**src/rtl/vpix_pkg.sv**
```systemverilog
package vpix_pkg;
    localparam int CELL_W  = 3;
    localparam int CELL    = 1 << CELL_W;
    localparam int BYTE_W  = 8;
    localparam int CODE_W  = 7;
    localparam int PAGE_W  = 4;
    localparam int PPAGE_W = 3;
    localparam int PAL_W   = 8;
    localparam int NIB_W   = 4;
    localparam int FONT_W  = 3;
    localparam int ROM_AW  = FONT_W + CODE_W + CELL_W;
    localparam logic [FONT_W-1:0] FONT_BASE = '1;

    typedef logic [NIB_W-1:0]  nib_t;
    typedef logic [BYTE_W-1:0] byte_t;
endpackage

```
**src/rtl/vpix_addr.sv**
```systemverilog
module vpix_addr
    import vpix_pkg::*;
#(
    parameter int COL_W  = 6,
    parameter int CROW_W = 5,
    localparam int X_W    = COL_W + CELL_W,
    localparam int Y_W    = CROW_W + CELL_W,
    localparam int RAM_AW = PAGE_W + CROW_W + COL_W
) (
    input  logic              gfx_mode_i,
    input  logic [PAGE_W-1:0] page_i,
    input  logic [X_W-1:0]    col_i,
    input  logic [Y_W-1:0]    line_i,
    input  logic [CODE_W-1:0] code_i,
    output logic [RAM_AW-1:0] ram_addr_o,
    output logic [ROM_AW-1:0] rom_addr_o
);
    logic [RAM_AW-1:0] txt_addr;
    logic [RAM_AW-1:0] bmp_addr;

    always_comb begin
        // character mode: page, character row, character column
        txt_addr = {page_i, line_i[Y_W-1:CELL_W], col_i[X_W-1:CELL_W]};
        // bitmap mode: every line, one byte per four pixel columns
        bmp_addr = {line_i, col_i[X_W-1:2]};
        ram_addr_o = gfx_mode_i ? bmp_addr : txt_addr;
        rom_addr_o = {FONT_BASE, code_i, line_i[CELL_W-1:0]};
    end
endmodule

```
**src/rtl/vpix_text.sv**
```systemverilog
module vpix_text
    import vpix_pkg::*;
(
    input  logic              clk,
    input  logic              rst_n,
    input  logic              pix_en_i,
    input  logic [CELL_W-1:0] cell_pos_i,
    input  logic [CELL_W-1:0] glyph_row_i,
    input  logic              flash_i,
    input  byte_t             ram_data_i,
    input  byte_t             rom_data_i,
    output logic [CODE_W-1:0] code_o,
    output nib_t              nib_o
);
    typedef struct packed {
        byte_t            code;
        logic [CELL-1:0]  shift;
        logic             attr;
        logic             uline;
    } txt_state_t;

    txt_state_t txt_d, txt_q;
    logic       cell_start;

    always_comb begin
        txt_d      = txt_q;
        cell_start = (cell_pos_i == '0);
        if (pix_en_i) begin
            if (cell_start) begin
                // glyph of previous cell enters the shifter,
                // code of this cell is captured for the next lookup
                txt_d.shift = rom_data_i;
                txt_d.attr  = txt_q.code[BYTE_W-1];
                txt_d.uline = (glyph_row_i != {CELL_W{1'b1}});
                txt_d.code  = ram_data_i;
            end else begin
                txt_d.shift = {txt_q.shift[CELL-2:0], 1'b0};
            end
        end
    end

    always_ff @(posedge clk or negedge rst_n) begin
        if (!rst_n) txt_q <= '0;
        else        txt_q <= txt_d;
    end

    assign code_o = txt_q.code[CODE_W-1:0];
    assign nib_o  = {txt_q.uline, flash_i, txt_q.attr, txt_q.shift[CELL-1]};

    // the code that addresses the glyph ROM only moves at a cell start
    assert_code_hold_R4: assert property (@(posedge clk) disable iff (!rst_n)
        (pix_en_i && cell_pos_i != '0) |=> $stable(txt_q.code));
endmodule

```
**src/rtl/vpix_gfx.sv**
```systemverilog
module vpix_gfx
    import vpix_pkg::*;
(
    input  logic              clk,
    input  logic              rst_n,
    input  logic              pix_en_i,
    input  logic [CELL_W-1:0] cell_pos_i,
    input  byte_t             ram_data_i,
    output nib_t              nib_o
);
    localparam int PER_CELL = CELL / 4;
    localparam int SH_W     = PER_CELL * BYTE_W;
    localparam int SEL_W    = CELL_W - 1;

    typedef struct packed {
        logic [PER_CELL-1:0][BYTE_W-1:0] grab;
        logic [SH_W-1:0]                 show;
    } gfx_state_t;

    gfx_state_t        gfx_d, gfx_q;
    logic [CELL_W-1:0] pos_m1;
    logic [SEL_W-1:0]  sel;

    always_comb begin
        gfx_d = gfx_q;
        if (pix_en_i) begin
            if (cell_pos_i[1:0] == 2'b00) begin
                gfx_d.grab[cell_pos_i[CELL_W-1:2]] = ram_data_i;
            end
            if (cell_pos_i == '0) begin
                // bytes of the previous cell move to the display stage
                gfx_d.show = {gfx_q.grab[0], gfx_q.grab[1]};
            end
        end
    end

    always_ff @(posedge clk or negedge rst_n) begin
        if (!rst_n) gfx_q <= '0;
        else        gfx_q <= gfx_d;
    end

    // the output stage registers pixel k on cell position k+1
    always_comb begin
        pos_m1 = cell_pos_i - 1'b1;
        sel    = pos_m1[CELL_W-1:1];
        nib_o  = '0;
        for (int i = 0; i < 2 * PER_CELL; i++) begin
            if (sel == SEL_W'(i)) nib_o = gfx_q.show[SH_W-1-NIB_W*i -: NIB_W];
        end
    end

    // captured bytes stay put between their capture strobes
    assert_byte_hold_R6: assert property (@(posedge clk) disable iff (!rst_n)
        (pix_en_i && cell_pos_i[1:0] != 2'b00) |=> $stable(gfx_q.grab));
endmodule

```
**src/rtl/vpix_out.sv**
```systemverilog
module vpix_out
    import vpix_pkg::*;
#(
    parameter int DLY = CELL + 1
) (
    input  logic               clk,
    input  logic               rst_n,
    input  logic               pix_en_i,
    input  logic               vid_en_i,
    input  logic               disp_on_i,
    input  logic               gfx_mode_i,
    input  logic [PPAGE_W-1:0] pal_page_i,
    input  logic               c0_i,
    input  nib_t               txt_nib_i,
    input  nib_t               gfx_nib_i,
    output logic [PAL_W-1:0]   pal_idx_o,
    output logic               vid_en_o
);
    typedef struct packed {
        logic [DLY-1:0]   pipe;
        logic             ven;
        logic [PAL_W-1:0] pal;
    } out_state_t;

    out_state_t       out_d, out_q;
    logic [PAL_W-1:0] idx;

    always_comb begin
        out_d = out_q;
        if (gfx_mode_i) idx = {pal_page_i[PPAGE_W-1:1], c0_i, 1'b0, gfx_nib_i};
        else            idx = {pal_page_i, 1'b0, txt_nib_i};
        if (pix_en_i) begin
            out_d.pipe = {out_q.pipe[DLY-2:0], vid_en_i};
            out_d.ven  = out_q.pipe[DLY-1] & disp_on_i;
            out_d.pal  = out_d.ven ? idx : '0;
        end
    end

    always_ff @(posedge clk or negedge rst_n) begin
        if (!rst_n) out_q <= '0;
        else        out_q <= out_d;
    end

    assign pal_idx_o = out_q.pal;
    assign vid_en_o  = out_q.ven;

    // blanked output carries index 0
    assert_blank_zero_R9: assert property (@(posedge clk) disable iff (!rst_n)
        !out_q.ven |-> (out_q.pal == '0));

    // a strobe while the CPU owns the RAM blanks the output
    assert_cpu_blank_R10: assert property (@(posedge clk) disable iff (!rst_n)
        (pix_en_i && !disp_on_i) |=> !out_q.ven);

    // outputs hold without a strobe
    assert_hold_R11: assert property (@(posedge clk) disable iff (!rst_n)
        !pix_en_i |=> ($stable(out_q.pal) && $stable(out_q.ven)));
endmodule

```
**src/rtl/vpix_pipe.sv**
```systemverilog
module vpix_pipe
    import vpix_pkg::*;
#(
    parameter int COL_W  = 6,
    parameter int CROW_W = 5,
    localparam int X_W    = COL_W + CELL_W,
    localparam int Y_W    = CROW_W + CELL_W,
    localparam int RAM_AW = PAGE_W + CROW_W + COL_W
) (
    input  logic               clk,
    input  logic               rst_n,
    input  logic               pix_en_i,
    input  logic [X_W-1:0]     col_i,
    input  logic [Y_W-1:0]     line_i,
    input  logic               vid_en_i,
    input  logic               disp_on_i,
    input  logic               gfx_mode_i,
    input  logic [PAGE_W-1:0]  page_i,
    input  logic [PPAGE_W-1:0] pal_page_i,
    input  logic               flash_i,
    input  logic               c0_i,
    input  logic [BYTE_W-1:0]  ram_data_i,
    input  logic [BYTE_W-1:0]  rom_data_i,
    output logic [RAM_AW-1:0]  ram_addr_o,
    output logic [ROM_AW-1:0]  rom_addr_o,
    output logic [PAL_W-1:0]   pal_idx_o,
    output logic               vid_en_o
);
    logic [CODE_W-1:0] code;
    nib_t              txt_nib;
    nib_t              gfx_nib;

    vpix_addr #(.COL_W(COL_W), .CROW_W(CROW_W)) u_addr (
        .gfx_mode_i (gfx_mode_i),
        .page_i     (page_i),
        .col_i      (col_i),
        .line_i     (line_i),
        .code_i     (code),
        .ram_addr_o (ram_addr_o),
        .rom_addr_o (rom_addr_o)
    );

    vpix_text u_text (
        .clk         (clk),
        .rst_n       (rst_n),
        .pix_en_i    (pix_en_i),
        .cell_pos_i  (col_i[CELL_W-1:0]),
        .glyph_row_i (line_i[CELL_W-1:0]),
        .flash_i     (flash_i),
        .ram_data_i  (ram_data_i),
        .rom_data_i  (rom_data_i),
        .code_o      (code),
        .nib_o       (txt_nib)
    );

    vpix_gfx u_gfx (
        .clk        (clk),
        .rst_n      (rst_n),
        .pix_en_i   (pix_en_i),
        .cell_pos_i (col_i[CELL_W-1:0]),
        .ram_data_i (ram_data_i),
        .nib_o      (gfx_nib)
    );

    vpix_out #(.DLY(CELL + 1)) u_out (
        .clk        (clk),
        .rst_n      (rst_n),
        .pix_en_i   (pix_en_i),
        .vid_en_i   (vid_en_i),
        .disp_on_i  (disp_on_i),
        .gfx_mode_i (gfx_mode_i),
        .pal_page_i (pal_page_i),
        .c0_i       (c0_i),
        .txt_nib_i  (txt_nib),
        .gfx_nib_i  (gfx_nib),
        .pal_idx_o  (pal_idx_o),
        .vid_en_o   (vid_en_o)
    );
endmodule

```
**config.mk**
```make
export PLATFORM = sky130hd
export DESIGN_NAME = vpix_pipe
export DESIGN_NICKNAME = d
export VERILOG_FILES = /design/src/rtl/vpix_pkg.sv /design/src/rtl/vpix_addr.sv /design/src/rtl/vpix_text.sv /design/src/rtl/vpix_gfx.sv /design/src/rtl/vpix_out.sv /design/src/rtl/vpix_pipe.sv
export SDC_FILE = /design/constraint.sdc
export NUM_CORES = 1
export LEC_CHECK = 0
export ABC_AREA = 1
export BUFFER_PORTS_ARGS = -buffer_cell sky130_fd_sc_hd__buf_2
export CAP_MARGIN = 20
export CELL_PAD_IN_SITES_DETAIL_PLACEMENT = 0
export CELL_PAD_IN_SITES_GLOBAL_PLACEMENT = 2
export CORE_UTILIZATION = 27
export DETAILED_ROUTE_END_ITERATION = 16
export PLACE_DENSITY_LB_ADDON = 0.1
export SYNTH_ARGS = -nofsm -noshare
export SYNTH_HDL_FRONTEND = slang
export SYNTH_SLANG_ARGS = --single-unit
export TNS_END_PERCENT = 30
```
**constraint.sdc**
```tcl
create_clock -name clk -period 0.87 [get_ports clk]
set_clock_uncertainty 0.05 [all_clocks]
set_input_delay 0.0435 -clock clk [delete_from_list [all_inputs] [get_ports clk]]
set_output_delay 0.0435 -clock clk [all_outputs]
set_load 0.01 [all_outputs]
```
==> results of run 1 <==
cells in the mapped netlist (all sizes together) (2+ instances only):
| master | instances |
|---|---|
| nand2 | 126 |
| dfrtp | 67 |
| o21ai | 62 |
| inv | 50 |
| buf | 29 |
| nor2 | 11 |
| a21oi | 8 |
| mux2 | 8 |
| nand3 | 7 |
| clkbuf | 6 |
| conb | 2 |
| ha | 2 |
area by class of cell:
class,instances,area (um^2),share of cell area [%]
multi-input cells,231,1120,25.2
clock inverters,3,46.3,1.04
repair buffers,131,961,21.6
clock buffers,12,267,5.98
flip-flops and latches,67,1680,37.6
well taps,143,179,4.01
inverters,50,205,4.60
sequential cells by signal (all words and copies together), names as in the netlist:
signal           flops
u_text.code_o        7
u_out.vid_en_o       1
u_text.nib_o         3
u_out.out_q          9
u_out.pal_idx_o      7
u_gfx.gfx_q         32
u_text.txt_q         8
power groups by stage:
| stage | clock network (mW) | registers, mW | logic [mW] |
|---|---|---|---|
| finish | 3.75 | 3.96 | 1.71 |
| global route | 3.98 | 4.03 | 1.97 |
| CTS | 3.87 | 3.96 | 1.68 |
| detailed placement | 0 | 4.01 | 1.55 |
| global placement | 0 | 4.01 | 1.54 |
| floorplan | 0 | 3.92 | 1.04 |
through the flow:
stage | hold WS, ps | setup WS, ps | power, mW | std cells | utilization [%]
finish | 53.7 | -104 | 9.42 | 637 | 39.0
global route | 71.6 | -220 | 9.98 | 637 | 39.0
CTS | 56.0 | -122 | 9.52 | 635 | 38.6
detailed placement | 48.5 | -380 | 5.57 | 592 | 33.2
global placement | 53.2 | -377 | 5.55 | 592 | 33.2
floorplan | -302 | -94.9 | 4.96 | 383 | -
kinds of logic after synthesis:
| family | Yosys count | synth area share (%) |
|---|---|---|
| adders and majority gates | 2 | 0.789 |
| and+or+nand+nor | 145 | 18.3 |
| muxes | 8 | 2.84 |
| buffers and inverters | 85 | 13.4 |
| other | 2 | 0.237 |
| AOI/OAI and AO/OA | 72 | 11.6 |
| DFF | 67 | 52.9 |
metal layers:
layer  track usage [%]  wire, um  vias to the layer above
met2              20.5      3430                       50
met4              5.92       127                        0
li1                  -         -                     1371
met5                 0         0                        -
met1              17.9      3660                     1189
met3              3.88       318                       10
repair_timing:
action                                  4_1_cts  5_1_grt
gates resized for setup                       5       15
setup buffers                                 1        2
endpoints found under the setup margin       23       42
pin swaps                                     1        8
hold buffers                                 27        0
endpoints found under the hold margin       105        0
final timing paths:
check                                  from                  to  depth (start not counted)
setup reg to reg            u_gfx.gfx_q[12]  u_out.pal_idx_o[0]                          8
hold reg to reg            u_text.code_o[3]    u_text.code_o[3]                          2
min in group asynchronous             rst_n  u_out.pal_idx_o[0]                          3
hold / removal                    disp_on_i      u_out.vid_en_o                          4
max in group asynchronous             rst_n     u_text.nib_o[3]                          3
setup / recovery            u_gfx.gfx_q[12]  u_out.pal_idx_o[0]                          8
worst reg2reg max path, delay by kind of cell (launching register included):
kind / cells / cell delay (ps)
buffers and inverters: 1 / 50
AND/OR/NAND/NOR: 7 / 370
flip-flops: 1 / 400
==> reports/summary.txt, run 1 <==
row count: 39
TritonCTS Sinks: 67
Inserted Clock Buffers: 9
global-route wire length before repair: 12,100 um
CTS tree: yes
Synth Register Bits: 67
Synth Area per Inst: 8.32 um^2
Synth Instances: 381
Yosys top cell by area: dfrtp_1
crit path max fanout: 2
Period minus WS final: 974 ps
Crit path required time: 1040 ps
Most Frequent Cell on Critical Path: nand2_1
Remaining DRCs: 0
drt wl/cell: 11.8 um
P_leak: 2.33 nW
crit share post-route: 112%
cell area after synthesis: 3170 um^2
Setup WS post-layout: -104 ps
Yosys top cell area share: 52.9%
register area share after synthesis: 52.9%
antenna cell count: 0
commonest non-fill, non-tap cell in the layout: nand2_1
largest net degree at the start of global routing: 68
Clock power frac: 39.8%
CTS Buffer Depth: 2
area post-placement: 3790 um^2
final-report hold violation count: 0
worst-path cell chain: nand2_1 > nand2_1 > inv_1 > nand2_1 > nand2_1 > nand2_1 > nand2_1 > nand2_1
Vias: 2,620
Flop pwr share: 42.1%
post-synth cell types: 23
CP Capture Type: flip-flop
clock root cell: clkbuf_16
core footprint: 11,400 um^2
worst skew pair latency: 330 ps
Die H: 110 um
failing checks: setup timing
Overflow after GRT: 0
Total Neg Setup Slack: -1340 ps
H-tree Lvls: 3
Comb power frac: 18.1%
vias in the first global route: 2,420
VDD IR-drop max: 1070 uV
share of cells above drive strength 1: 29.1%
Initial Util: 27.8%
largest cells by area after synthesis: dfrtp_1, nand2_1, o21ai_0, inv_1, buf_4
Slowest-stage cell, CP: dfrtp_1
final WL: 7530 um
crit start category: flip-flop
full die area: 12,200 um^2
nets: 540
antenna viol nets, final: 0
Worst-path clk slew: 50 ps
RePlAce Congestion: 0.729
ys async rst share: 100%
Vias/cell: 4.11
DR pass1 iterations: 4
gr usage total: 13.5%
FILL cells: 1,227
YS warnings: 0
delay-heaviest family, CP: flip-flops
RSZ-0062 raised after global routing: true
sw power: 2.45 mW
crit path kind: reg2reg
status: complete, but fails checks
Die Width: 110 um
area grow syn2layout: 40.5%
Main synth FF type: dfrtp_1
switching share of power: 26.0%
number of synthesized flops with an enable pin: 0
flop2flop setup slack: -100 ps
final slew viol count: 0
io pins: 85
Min-Delay Path Class: in2reg
1st-iter DRT viols: 86
Critical path buffers and inverters: 1
Arrival @ worst endpoint: 1150 ps
Int Power: 6.97 mW
initial antenna violation count: 0
final setup fails: 20
Post-DP HPWL: 5240 um
post-route cell area: 4460 um^2
Port Buf Inserts: 80
power per cell area: 2110 nW/um^2
Max Cap Viol: 0
Worst path max stage delay: 400 ps
maximum clock frequency: 1030 MHz
most frequent cells in the layout: nand2_1, buf_2, dfrtp_1
No activity file was read; power rests on OpenSTA's default activity.
==> run 2: changes to the inputs <==
--- a/config.mk
+++ b/config.mk
@@ -10,10 +10,11 @@
 export CAP_MARGIN = 20
 export CELL_PAD_IN_SITES_DETAIL_PLACEMENT = 0
 export CELL_PAD_IN_SITES_GLOBAL_PLACEMENT = 2
-export CORE_UTILIZATION = 27
+export CORE_UTILIZATION = 28
+export CTS_BUF_LIST = sky130_fd_sc_hd__clkbuf_4 sky130_fd_sc_hd__clkbuf_8
 export DETAILED_ROUTE_END_ITERATION = 16
+export MAX_ROUTING_LAYER = met4
 export PLACE_DENSITY_LB_ADDON = 0.1
 export SYNTH_ARGS = -nofsm -noshare
 export SYNTH_HDL_FRONTEND = slang
 export SYNTH_SLANG_ARGS = --single-unit
-export TNS_END_PERCENT = 30
==> reports/summary.txt, run 2 (synthesized netlist as in run 1, its figures left out) <==
status: complete, but fails checks
failing checks: setup timing
clock root cell: clkbuf_8
global-route wire length before repair: 12,700 um (+4.8%)
largest registers: u_gfx.gfx_q (32), u_out.out_q (9), u_text.txt_q (8)
Vias: 2,729 (+4.2%)
RSZ-0062 raised after global routing: true
1st-iter DRT viols: 103 (+20%)
Min-Delay Path Class: in2reg
Post-DP HPWL: 5610 um (+7.1%)
core footprint: 10,900 um^2 (-4.2%)
Reg with most FFs: u_gfx.gfx_q
RePlAce Congestion: 0.759 (+4.1%)
largest net degree at the start of global routing: 24 (-65%)
Overflow after GRT: 0 (unchanged)
gr usage total: 14.6% (+1.1 points)
Max Cap Viol: 0 (unchanged)
area grow syn2layout: 44.3%
P_leak: 2.41 nW (+3.2%)
commonest non-fill, non-tap cell in the layout: nand2_1
final-report hold violation count: 0 (unchanged)
final setup fails: 22 (+10%)
Arrival @ worst endpoint: 1150 ps (about the same)
crit start category: flip-flop
WL met1: 3790 um (+3.5%)
final slew viol count: 0 (unchanged)
CTS tree: yes
Setup WS post-layout: -102 ps (+1.34 ps)
Inserted Clock Buffers: 9 (unchanged)
final core utilization: 41.9% (+2.8 points)
Vias/cell: 4.17 (+1.5%)
flop2flop setup slack: -100 ps (about the same)
post-route cell area: 4580 um^2 (+2.7%)
full die area: 11,800 um^2 (-3.5%)
hold slack final: 29.5 ps (-24.2 ps)
CTS Buffer Depth: 2 (unchanged)
fin cells: 654 (+2.7%)
most frequent cells in the layout: nand2_1, buf_2, dfrtp_1
Remaining DRCs: 0 (unchanged)
TritonCTS Sinks: 67 (unchanged)
Worst-path clk slew: 80 ps (+30 ps)
nets: 559 (+3.5%)
Cells after DPL: 592 (unchanged)
FILL cells: 1,148 (-6.4%)
Initial Util: 29.0% (+1.2 points)
maximum clock frequency: 1030 MHz (+0.14%)
crit path kind: reg2reg
io pins: 85 (unchanged)
Die Width: 108 um (-1.8%)
VDD IR-drop max: 892 uV (-17%)
crit path max fanout: 2 (unchanged)
DR top layer: met4
Period minus WS final: 972 ps (-1.34 ps)
Die H: 108 um (-1.8%)
power per cell area: 1900 nW/um^2 (-10%)
crit share post-route: 112% (-0.15 points)
Total Neg Setup Slack: -1530 ps (-190 ps)
Port Buf Inserts: 80 (unchanged)
metal3 WL: 281 um (-12%)
final WL: 8180 um (+8.6%)
worst skew pair latency: 340 ps (about the same)
H-tree Lvls: 3 (unchanged)
antenna viol nets, final: 0 (unchanged)
Crit path required time: 1050 ps (about the same)
vias in the first global route: 2,589 (+7.0%)
share of cells above drive strength 1: 33.9% (+4.7 points)
max reg flops: 32 (unchanged)
register area: 1680 um^2 (unchanged)
antenna cell count: 0 (unchanged)
row count: 38 (-2.6%)
drt wl/cell: 12.5 um (+5.7%)
DR pass1 iterations: 4 (unchanged)
initial antenna violation count: 0 (unchanged)
area occupied by multi-input gates: 1140 um^2 (+1.7%)
CP Capture Type: flip-flop
met2 WL post-DR: 4040 um (+18%)
area post-placement: 3810 um^2 (+0.50%)
run 2: cell count changes in the layout (fill, tap and decap cells not counted), moves of 2 or more:
cell           change
a21oi_1            -2
buf_6              +3
clkbuf_16          -7
a21oi_2            +2
o21ai_1            +5
buf_4             +15
o21ai_0            -6
clkbuf_8           +6
dlygate4sd3_1      -2
inv_1              -4
inv_2              +4
run 2: critical path: stages, from the launching register on:
cell and delay [ps]:
dfrtp_1 420, nand2_1 70, nand2_1 50, inv_1 50, nand2_1 40, nand2_1 50
nand2_1 40, nand2_1 50, nand2_1 40
run 2: per-layer routing:
metal  vias to the layer above  track usage [%]
met5                         -                -
met4                         0             5.50
met3                         6             2.65
met2                        43             23.7
met1                      1261             18.2
li1                       1419                -
run 2: final cells by class:
type,instances,share of cell area (%)
clock buffers,10,2.87
clock inverters,6,1.97
inverters,50,4.48
multi-input cells,231,24.9
flip-flops and latches,67,36.6
well taps,140,3.83
repair buffers,150,25.3
run 2: timing repair:
action / 4_1_cts / 5_1_grt
buffers inserted: 6 / 13
resized for setup: 9 / 29
hold endpoints to repair: 104 / 0
endpoints found under the setup margin: 25 / 34
hold buffers: 25 / 0
gates cloned: 0 / 2
pin swaps: 5 / 7
run 2: worst paths after layout:
check	startpoint	endpoint	cells past startpoint
max	u_gfx.gfx_q[13]	u_out.pal_idx_o[1]	8
min	flash_i	u_out.pal_idx_o[2]	5
max reg2reg	u_gfx.gfx_q[13]	u_out.pal_idx_o[1]	8
min reg2reg	u_out.out_q[16]	u_out.out_q[17]	2
max in group asynchronous	rst_n	u_gfx.gfx_q[8]	3
min in group asynchronous	rst_n	u_text.nib_o[1]	2
run 2: report_power, final:
part           leakage, nW  switching [mW]  internal [mW]
combinational         1.45           0.924          0.926
sequential           0.846           0.274           3.68
clock                0.110            1.24           1.65
total                 2.41            2.44           6.26
run 2: through the flow:
step | worst slack [ps] | power (mW)
final | -102 | 8.70
after detailed placement | -386 | 5.57
after global placement | -381 | 5.54
after global routing | -200 | 9.30
after CTS | -126 | 8.68
after floorplan | -94.9 | 4.96
